<file path="src/rtl/cb_side_pkg.sv">
package cb_side_pkg;
  parameter int SINGLE_W = 4;
  parameter int DOUBLE_W = 8;
  parameter int PINS_IN  = 10;
  parameter int PINS_OUT = 4;

  localparam int DRIVEN_DOUBLES = DOUBLE_W / 2;
  localparam int SEL_W     = SINGLE_W + DOUBLE_W + PINS_OUT;
  localparam int DRV_W     = SINGLE_W + DRIVEN_DOUBLES;
  localparam int IN_TOTAL  = 2 * PINS_IN;
  localparam int OUT_TOTAL = 2 * PINS_OUT;
  localparam int SEL_BITS  = IN_TOTAL * SEL_W;
  localparam int DRV_BITS  = OUT_TOTAL * DRV_W;
  localparam int CFG_BITS  = SEL_BITS + DRV_BITS;

  // Position of bit k inside the field of input pin p
  function automatic int sel_bit(input int p, input int k);
    return p * SEL_W + k;
  endfunction

  // Position of bit k inside the field of output driver o
  function automatic int drv_bit(input int o, input int k);
    return SEL_BITS + o * DRV_W + k;
  endfunction
endpackage

</file>
<file path="src/rtl/cb_cfg_chain.sv">
module cb_cfg_chain #(
  parameter int N = 384
) (
  input  logic         clk,
  input  logic         rst_n,
  input  logic         shift_en,
  input  logic         bit_in,
  output logic [N-1:0] bits_q,
  output logic         bit_out
);
  always_ff @(posedge clk or negedge rst_n) begin
    if (!rst_n)        bits_q <= '0;
    else if (shift_en) bits_q <= {bits_q[N-2:0], bit_in};
  end

  assign bit_out = bits_q[N-1];
endmodule

</file>
<file path="src/rtl/cb_wire_resolve.sv">
module cb_wire_resolve
  import cb_side_pkg::*;
(
  input  logic                    active,
  input  logic [OUT_TOTAL-1:0]    cell_out,
  input  logic [DRV_BITS-1:0]     drv_cfg,
  input  logic [SINGLE_W-1:0]     chan_single_in,
  input  logic [DOUBLE_W-1:0]     chan_double_in,
  output logic [SINGLE_W-1:0]     single_drive,
  output logic [DRIVEN_DOUBLES-1:0] double_drive,
  output logic [SINGLE_W-1:0]     single_seen,
  output logic [DOUBLE_W-1:0]     double_seen
);
  logic [SINGLE_W-1:0]       single_acc;
  logic [DRIVEN_DOUBLES-1:0] double_acc;

  always_comb begin
    single_acc = '0;
    double_acc = '0;
    for (int o = 0; o < OUT_TOTAL; o++) begin
      for (int w = 0; w < SINGLE_W; w++)
        single_acc[w] = single_acc[w] | (cell_out[o] & drv_cfg[o*DRV_W + w]);
      for (int d = 0; d < DRIVEN_DOUBLES; d++)
        double_acc[d] = double_acc[d] | (cell_out[o] & drv_cfg[o*DRV_W + SINGLE_W + d]);
    end
  end

  assign single_drive = active ? single_acc : '0;
  assign double_drive = active ? double_acc : '0;
  assign single_seen  = chan_single_in | single_drive;

  genvar g;
  generate
    for (g = 0; g < DOUBLE_W; g++) begin : g_double
      if (g < DRIVEN_DOUBLES) begin : g_driven
        assign double_seen[g] = chan_double_in[g] | double_drive[g];
      end else begin : g_external
        assign double_seen[g] = chan_double_in[g];
      end
    end
  endgenerate
endmodule

</file>
<file path="src/rtl/cb_pin_select.sv">
module cb_pin_select
  import cb_side_pkg::*;
(
  input  logic                active,
  input  logic [SEL_W-1:0]    sel,
  input  logic [SINGLE_W-1:0] single_seen,
  input  logic [DOUBLE_W-1:0] double_seen,
  input  logic [PINS_OUT-1:0] opposite_out,
  output logic                pin
);
  logic [SEL_W-1:0] sources;

  assign sources = {opposite_out, double_seen, single_seen};
  assign pin     = active & (|(sel & sources));
endmodule

</file>
<file path="src/rtl/cb_side_link.sv">
module cb_side_link
  import cb_side_pkg::*;
(
  input  logic                      clk,
  input  logic                      rst_n,
  input  logic                      cfg_shift_en,
  input  logic                      cfg_in,
  output logic                      cfg_out,
  input  logic [SINGLE_W-1:0]       chan_single_in,
  input  logic [DOUBLE_W-1:0]       chan_double_in,
  output logic [SINGLE_W-1:0]       single_drive,
  output logic [DRIVEN_DOUBLES-1:0] double_drive,
  input  logic [PINS_OUT-1:0]       near_out,
  input  logic [PINS_OUT-1:0]       far_out,
  output logic [PINS_IN-1:0]        near_in,
  output logic [PINS_IN-1:0]        far_in
);
  logic [CFG_BITS-1:0] cfg_q;
  logic [SINGLE_W-1:0] single_seen;
  logic [DOUBLE_W-1:0] double_seen;
  logic [IN_TOTAL-1:0] pins_all;
  logic                active;

  assign active = ~cfg_shift_en;

  cb_cfg_chain #(.N(CFG_BITS)) u_chain (
    .clk      (clk),
    .rst_n    (rst_n),
    .shift_en (cfg_shift_en),
    .bit_in   (cfg_in),
    .bits_q   (cfg_q),
    .bit_out  (cfg_out)
  );

  cb_wire_resolve u_wires (
    .active         (active),
    .cell_out       ({far_out, near_out}),
    .drv_cfg        (cfg_q[CFG_BITS-1:SEL_BITS]),
    .chan_single_in (chan_single_in),
    .chan_double_in (chan_double_in),
    .single_drive   (single_drive),
    .double_drive   (double_drive),
    .single_seen    (single_seen),
    .double_seen    (double_seen)
  );

  genvar p;
  generate
    for (p = 0; p < IN_TOTAL; p++) begin : g_pin
      cb_pin_select u_sel (
        .active       (active),
        .sel          (cfg_q[p*SEL_W +: SEL_W]),
        .single_seen  (single_seen),
        .double_seen  (double_seen),
        .opposite_out ((p < PINS_IN) ? far_out : near_out),
        .pin          (pins_all[p])
      );
    end
  endgenerate

  assign near_in = pins_all[PINS_IN-1:0];
  assign far_in  = pins_all[IN_TOTAL-1:PINS_IN];
endmodule

</file>
<file path="config.mk">
export PLATFORM = sky130hd
export DESIGN_NAME = cb_side_link
export DESIGN_NICKNAME = d
export VERILOG_FILES = /design/src/rtl/cb_side_pkg.sv /design/src/rtl/cb_cfg_chain.sv /design/src/rtl/cb_wire_resolve.sv /design/src/rtl/cb_pin_select.sv /design/src/rtl/cb_side_link.sv
export SDC_FILE = /design/constraint.sdc
export NUM_CORES = 1
export LEC_CHECK = 0
export ABC_AREA = 1
export BUFFER_PORTS_ARGS = -buffer_cell sky130_fd_sc_hd__buf_2
export CORE_MARGIN = 4
export CORE_UTILIZATION = 50
export CTS_CLUSTER_SIZE = 25
export DETAILED_ROUTE_END_ITERATION = 7
export GPL_TIMING_DRIVEN = 0
export PLACE_DENSITY = 0.65
export SYNTH_ARGS = -nofsm -noshare
export SYNTH_HDL_FRONTEND = slang
export SYNTH_SLANG_ARGS = --single-unit
export TNS_END_PERCENT = 30
</file>
<file path="constraint.sdc">
create_clock -name clk -period 1.66 [get_ports clk]
set_input_delay 0.166 -clock clk [delete_from_list [all_inputs] [get_ports clk]]
set_output_delay 0.166 -clock clk [all_outputs]
set_load 0.1 [all_outputs]
</file>
==> impl_metrics.py, run 1 <==
metrics = {
    "clock_network": {
        "clkTransAtPathRegs_ns": 0.06,
        "clock_sinks": 384,
        "clockRootBuffer": "clkbuf_16",
        "cts_tree": "yes",
        "insertion_delay_ns": 0.56,
        "htreeDepth": 2,
        "cts_inserted_buffers": 42,
        "clockBufferDepth": 3,
    },
    "pwr": {
        "p_sw_uw": 9710,
        "seq_power_share": 0.408,
        "p_leak_uw": 0.00992,
        "netSwitchingFraction": 0.333,
        "cellPowerDensity_nw_per_um2": 1370,
        "p_comb_frac": 0.251,
        "power_uw": 29200,
        "pwr-share-clk": 0.341,
        "intPower_uw": 19500,
        "vdd.ir_drop.worst_mv": 1.10,
    },
    "synth": {
        "synth-simple-area-share": 0.211,
        "ys_seq_area_frac": 0.550,
        "yosys_register_bits": 384,
        "yosys_warnings": 0,
        "synth.area.mux_share": 0,
        "synth_fp_nets": 2152,
        "synth_fa_ha_area_frac": 0,
        "synthCells": 2128,
        "syn-cell-area_um2": 17500,
        "synth_xor_area_frac": 0,
        "synth_compound_area_frac": 0.139,
        "ys_types": 24,
        "synth.avg_cell_area_um2": 8.21,
        "synth_top_family_by_area": "simple AND/OR/NAND/NOR gates",
    },
    "status": {
        "violations": "negative setup slack",
        "outcome": "finished with violations",
    },
    "detailed_routing": {
        "wl_met3_mm": 4.01,
        "wl_met1_mm": 23.5,
        "wl_met2_mm": 24.8,
        "highest_layer": "met4",
        "vias": 15100,
        "dr.first_iter.drc_count": 1550,
        "viasPerCell": 5.54,
        "drcViolationCount": 0,
        "wirelength_mm": 54.3,
        "ant_nets": 0,
        "drtPass1Iterations": 6,
        "wire_per_inst_um": 19.9,
    },
    "timing": {
        "maxSlewHeadroom": 0.0301,
        "clock_skew_ns": 0.00944,
        "hold_slack_ns": 0.142,
        "rsz0062_at_grt": "true",
        "setup_viol_count_final": 28,
        "finalWorstSetupSlack_ns": -0.832,
        "finalCritPeriodShare": 1.50,
        "hold_viol_final": 0,
        "worstMarginPinSlew_ns": 1.45,
        "maxSlewViolCount": 0,
        "period_minus_slack_ns": 2.49,
        "timing.fmax_mhz": 401,
    },
    "grt": {
        "grt_start_max_net_pins": 117,
        "grt_pass1_vias": 14700,
        "gr-total-overflow": 0,
        "antenna_found_initial": 0,
        "grt_pass1_wl_mm": 83.7,
        "grt_usage": 0.279,
    },
    "final_layout": {
        "largestRegisters": "u_chain.bits_q: 384 flops",
        "final_nets": 2261,
        "top_register": "u_chain.bits_q",
        "diodes": 0,
        "drive_gt1_frac": 0.184,
        "largest_reg_flops": 384,
        "area_growth_pct": 21.7,
    },
    "setup_path": {
        "required_ns": 1.49,
        "critPathKind": "reg -> out",
        "crit_path_end_kind": "output port",
        "arrival_ns": 2.33,
        "start_kind": "register",
        "crit_fanout": 10,
    },
    "die": {
        "coreArea_um2": 34500,
        "die_w_um": 195,
        "ios": 53,
        "die_area_um2": 38000,
        "start_util": 0.506,
        "row_count": 68,
        "die_h_um": 195,
    },
    "placed_design": {
        "port_buffers": 50,
        "place.gp.congestion": 0.875,
        "dp_hpwl_mm": 33.4,
    },
    "run": {
        "maxCapViolCount": 0,
    },
    "min_path": {
        "hp-class": "in -> async",
    },
}
cells in the final DEF, fill, tap and decap left out, types with 3 or more instances in the layout:
master / synthesis / routed
inv_2: 1 / 5
nand3_2: 20 / 35
nand2_4: 1 / 19
nor3_1: 20 / 20
nor2_1: 43 / 17
o21ai_0: 390 / 387
a21oi_2: 20 / 31
o22ai_1: 20 / 20
clkbuf_1: 49 / 57
nand3_4: 0 / 4
buf_4: 28 / 25
clkbuf_16: 0 / 47
buf_2: 45 / 64
buf_8: 0 / 3
buf_16: 0 / 5
a21oi_4: 0 / 7
nand2_1: 732 / 686
bufinv_16: 0 / 5
clkbuf_8: 0 / 9
buf_6: 14 / 7
nand2_8: 0 / 3
nand4_1: 20 / 20
inv_1: 242 / 237
o21ai_1: 16 / 18
nor2_2: 13 / 30
nor2_4: 0 / 9
buf_12: 2 / 43
clkinv_2: 0 / 5
dfrtp_1: 384 / 383
nand2_2: 26 / 51
what timing repair did:
action | in CTS | in global routing
hold buffers | 2 | 0
endpoints found under the hold margin | 106 | 0
gates cloned | 4 | 4
setup endpoints to repair | 28 | 120
pin swaps | 27 | 67
resized for setup | 162 | 151
buffers inserted | 8 | 17
kinds of logic (layout without fill, tap and decap cells):
family / Yosys count / in the layout
DFF: 384 / 384
AOI/OAI and AO/OA: 466 / 466
and+or+nand+nor: 895 / 895
buffers and inverters: 383 / 525
path summary, 6_finish.rpt:
path | startpoint | end | slack (ns) | cells after the start
worst max-delay path | u_chain.bits_q[363] | near_in[0] | -0.83 | 12
worst min-delay path | rst_n | u_chain.bits_q[269] | 0.14 | 2
worst max register to register | u_chain.bits_q[383] | u_chain.bits_q[383] | 0.70 | 4
worst min register to register | u_chain.bits_q[5] | u_chain.bits_q[6] | 0.48 | 2
max in group asynchronous | rst_n | u_chain.bits_q[70] | 0.20 | 4
min in group clk | cfg_shift_en | u_chain.bits_q[229] | 0.29 | 3
critical path: stages (launching register included):
cell	delay, ns
dfrtp_1	0.37
nand2_1	0.07
nand2_1	0.08
nor2_2	0.15
nand2_1	0.06
nand2_1	0.10
nand2_2	0.11
buf_8	0.18
nand2_1	0.08
nand3_2	0.08
nor2_2	0.17
a21oi_4	0.10
buf_12	0.20
cells in the mapped netlist (all sizes together):
cell,number,area (um^2)
nand2,759,2920
o21ai,406,2030
dfrtp,384,9610
inv,243,912
buf,90,637
nor2,56,243
clkbuf,49,184
a21oi,40,275
nand3,40,300
nand4,20,125
nor3,20,100
o22ai,20,125
clkinv,1,3.75
metal layers:
metal / GRT usage / up-vias
li1: - / 6900
met1: 0.399 / 7477
met2: 0.431 / 585
met3: 0.0478 / 130
met4: 0.101 / 0
met5: 0 / -
per-stage QoR:
step | area (um^2) | std cells | setup slack [ns] | utilization | setup TNS, ns
floorplan | 17600 | 2128 | -0.111 | - | -2.22
global placement | 18400 | 2633 | -8.49 | 0.534 | -2809.56
detailed placement | 18500 | 2636 | -1.07 | 0.537 | -85.15
CTS | 20700 | 2717 | -0.876 | 0.598 | -18.61
global route | 21300 | 2725 | -0.920 | 0.615 | -19.93
finish | 21300 | 2725 | -0.832 | 0.615 | -17.74
layout make-up:
type / count / area (um^2)
Timing Repair Buffer: 85 / 1140
Inverter: 244 / 918
Buffer: 119 / 807
Multi-Input combinational cell: 1361 / 6740
Fill cell: 2973 / 13300
Clock inverter: 16 / 241
Sequential cell: 384 / 9610
Tap cell: 455 / 569
Clock buffer: 61 / 1230
power by group through the flow:
stage / combinational (uW) / clock (uW) / sequential (uW)
4_1_cts: 6690 / 10100 / 11800
2_1_floorplan: 4430 / 0 / 11800
6_report: 7320 / 9950 / 11900
5_1_grt: 7950 / 10500 / 12100
3_5_place_dp: 6030 / 0 / 12000
3_3_place_gp: 5890 / 0 / 12000
(Power assumes the default switching activity.)
==> inputs of run 2 (changes only) <==
--- a/config.mk
+++ b/config.mk
@@ -8,11 +8,12 @@
 export ABC_AREA = 1
 export BUFFER_PORTS_ARGS = -buffer_cell sky130_fd_sc_hd__buf_2
 export CORE_MARGIN = 4
-export CORE_UTILIZATION = 50
+export CORE_UTILIZATION = 60
 export CTS_CLUSTER_SIZE = 25
 export DETAILED_ROUTE_END_ITERATION = 7
 export GPL_TIMING_DRIVEN = 0
-export PLACE_DENSITY = 0.65
+export MAX_ROUTING_LAYER = met4
+export PLACE_DENSITY = 0.76
 export SYNTH_ARGS = -nofsm -noshare
 export SYNTH_HDL_FRONTEND = slang
 export SYNTH_SLANG_ARGS = --single-unit
==> impl_metrics.py, run 2 (synthesis gave the netlist of run 1 again) <==
metrics = {
    "status": {
        "outcome": "finished with violations",
        "violations": "max-capacitance violations, max-slew violations, negative setup slack",
    },
    "placed_design": {
        "dp_hpwl_mm": 32.5,
        "placed_area_um2": 18400,
        "place.gp.congestion": 0.913,
        "port_buffers": 50,
    },
    "final_layout": {
        "top_register": "u_chain.bits_q",
        "area_growth_pct": 18.7,
        "final_common_cell": "nand2_1",
        "multi_input_area_um2": 6720,
        "diodes": 0,
        "post-route-util": 0.722,
        "register_area_um2": 9610,
        "stdcell_area_um2": 20700,
        "mostFrequentLayoutCells": "nand2_1 (689), o21ai_0 (387), dfrtp_1 (383), inv_1 (239), buf_2 (66)",
        "drive_gt1_frac": 0.175,
        "largest_reg_flops": 384,
        "largestRegisters": "u_chain.bits_q: 384 flops",
        "fillers": 2116,
        "final_nets": 2244,
    },
    "pwr": {
        "netSwitchingFraction": 0.339,
        "p_sw_uw": 9450,
        "p_leak_uw": 0.00968,
        "seq_power_share": 0.427,
        "vdd.ir_drop.worst_mv": 0.943,
        "intPower_uw": 18400,
        "p_comb_frac": 0.259,
        "cellPowerDensity_nw_per_um2": 1350,
        "pwr-share-clk": 0.314,
    },
    "timing": {
        "finalWorstSetupSlack_ns": -0.816,
        "worstMarginPinSlew_ns": 1.55,
        "clock_skew_ns": 0.0141,
        "maxSlewHeadroom": -0.0355,
        "rsz0062_at_grt": "true",
        "maxSlewViolCount": 11,
        "hold_slack_ns": 0.244,
        "setup_tns_ns": -17.07,
        "hold_viol_final": 0,
        "finalCritPeriodShare": 1.49,
        "setup_viol_count_final": 28,
        "period_minus_slack_ns": 2.48,
        "timing.fmax_mhz": 404,
    },
    "clock_network": {
        "clockRootBuffer": "clkbuf_16",
        "clock_sinks": 384,
        "clkTransAtPathRegs_ns": 0.06,
        "clockBufferDepth": 3,
        "htreeDepth": 2,
        "cts_inserted_buffers": 40,
        "insertion_delay_ns": 0.54,
        "cts_tree": "yes",
    },
    "setup_path": {
        "path_cells": "inv_2 > o21ai_2 > nor2_2 > nand2_1 > nand2_4 > buf_12 > a21oi_1 > nor2_1 > a21oi_2 > buf_12",
        "slowest_delay_ns": 0.34,
        "required_ns": 1.49,
        "critPathKind": "reg -> out",
        "start_kind": "register",
        "arrival_ns": 2.31,
        "crit_path_top_delay_cell": "dfrtp_1",
        "r2r_slack_ns": 0.80,
        "critPathTopFamily": "compound AO/OA/AOI/OAI gates",
        "path_buf_inv": 3,
        "crit_fanout": 5,
        "worst_path_most_repeated_cell": "buf_12",
        "crit_path_end_kind": "output port",
    },
    "die": {
        "die_h_um": 179,
        "die_w_um": 179,
        "die_area_um2": 31900,
        "row_count": 62,
        "coreArea_um2": 28700,
        "start_util": 0.609,
        "ios": 53,
    },
    "min_path": {
        "hp-class": "in -> async",
    },
    "detailed_routing": {
        "drcViolationCount": 0,
        "wirelength_mm": 53.6,
        "dr.first_iter.drc_count": 1646,
        "vias": 15500,
        "ant_nets": 0,
        "wire_per_inst_um": 20.4,
        "drtPass1Iterations": 6,
        "viasPerCell": 5.87,
    },
    "grt": {
        "gr-total-overflow": 0,
        "antenna_found_initial": 0,
        "grt_pass1_wl_mm": 82.1,
        "grt_usage": 0.343,
        "grt_start_max_net_pins": 125,
        "grt_pass1_vias": 14900,
    },
    "run": {
        "maxCapViolCount": 1,
    },
}
## run 2: timing repair
item / in CTS / in global routing
pin swaps: 35 / 54
setup endpoints to repair: 28 / 28
resized for setup: 173 / 119
gates cloned: 2 / 4
setup buffers: 4 / 6
endpoints found under the hold margin: 90 / 0
hold buffers: 2 / 0
## run 2: per-stage QoR
stage,power [uW],worst slack (ns),instances
floorplan,16200,-0.111,2128
global placement,17800,-8.22,2562
detailed placement,18000,-1.03,2565
CTS,27200,-0.835,2629
global route,29100,-0.849,2630
finish,27900,-0.816,2630
## run 2: power by group through the flow
stage	Sequential, uW	Combinational [uW]	Clock (uW)
after floorplan	11800	4430	0
after global placement	11900	5810	0
after detailed placement	12000	5980	0
after CTS	11900	6590	8770
after global routing	12100	7770	9210
final	11900	7210	8770
## run 2: routing by layer
| metal | track usage | up-vias | share of wire |
|---|---|---|---|
| met1 | 0.454 | 7587 | 0.39 |
| li1 | - | 6861 | - |
| met4 | 0.154 | 0 | 0.050 |
| met2 | 0.519 | 807 | 0.47 |
| met5 | - | - | 0 |
| met3 | 0.0659 | 195 | 0.093 |
## run 2: cell type report
class,count,area share
Clock buffer,59,0.0556
Multi-Input combinational cell,1361,0.324
Timing Repair Buffer,70,0.0462
Inverter,244,0.0443
Sequential cell,384,0.464
Buffer,119,0.0384
Clock inverter,9,0.00459
Tap cell,384,0.0232
## run 2: path summary, 6_finish.rpt
path                                startpoint  depth (start not counted)                   to
hold reg to reg             u_chain.bits_q[37]                          2   u_chain.bits_q[38]
setup reg to reg           u_chain.bits_q[383]                          3  u_chain.bits_q[383]
hold / removal                           rst_n                          2  u_chain.bits_q[272]
setup / recovery           u_chain.bits_q[325]                         10           near_in[0]
min in group clk                  cfg_shift_en                          3  u_chain.bits_q[205]
max in group asynchronous                rst_n                          3  u_chain.bits_q[383]
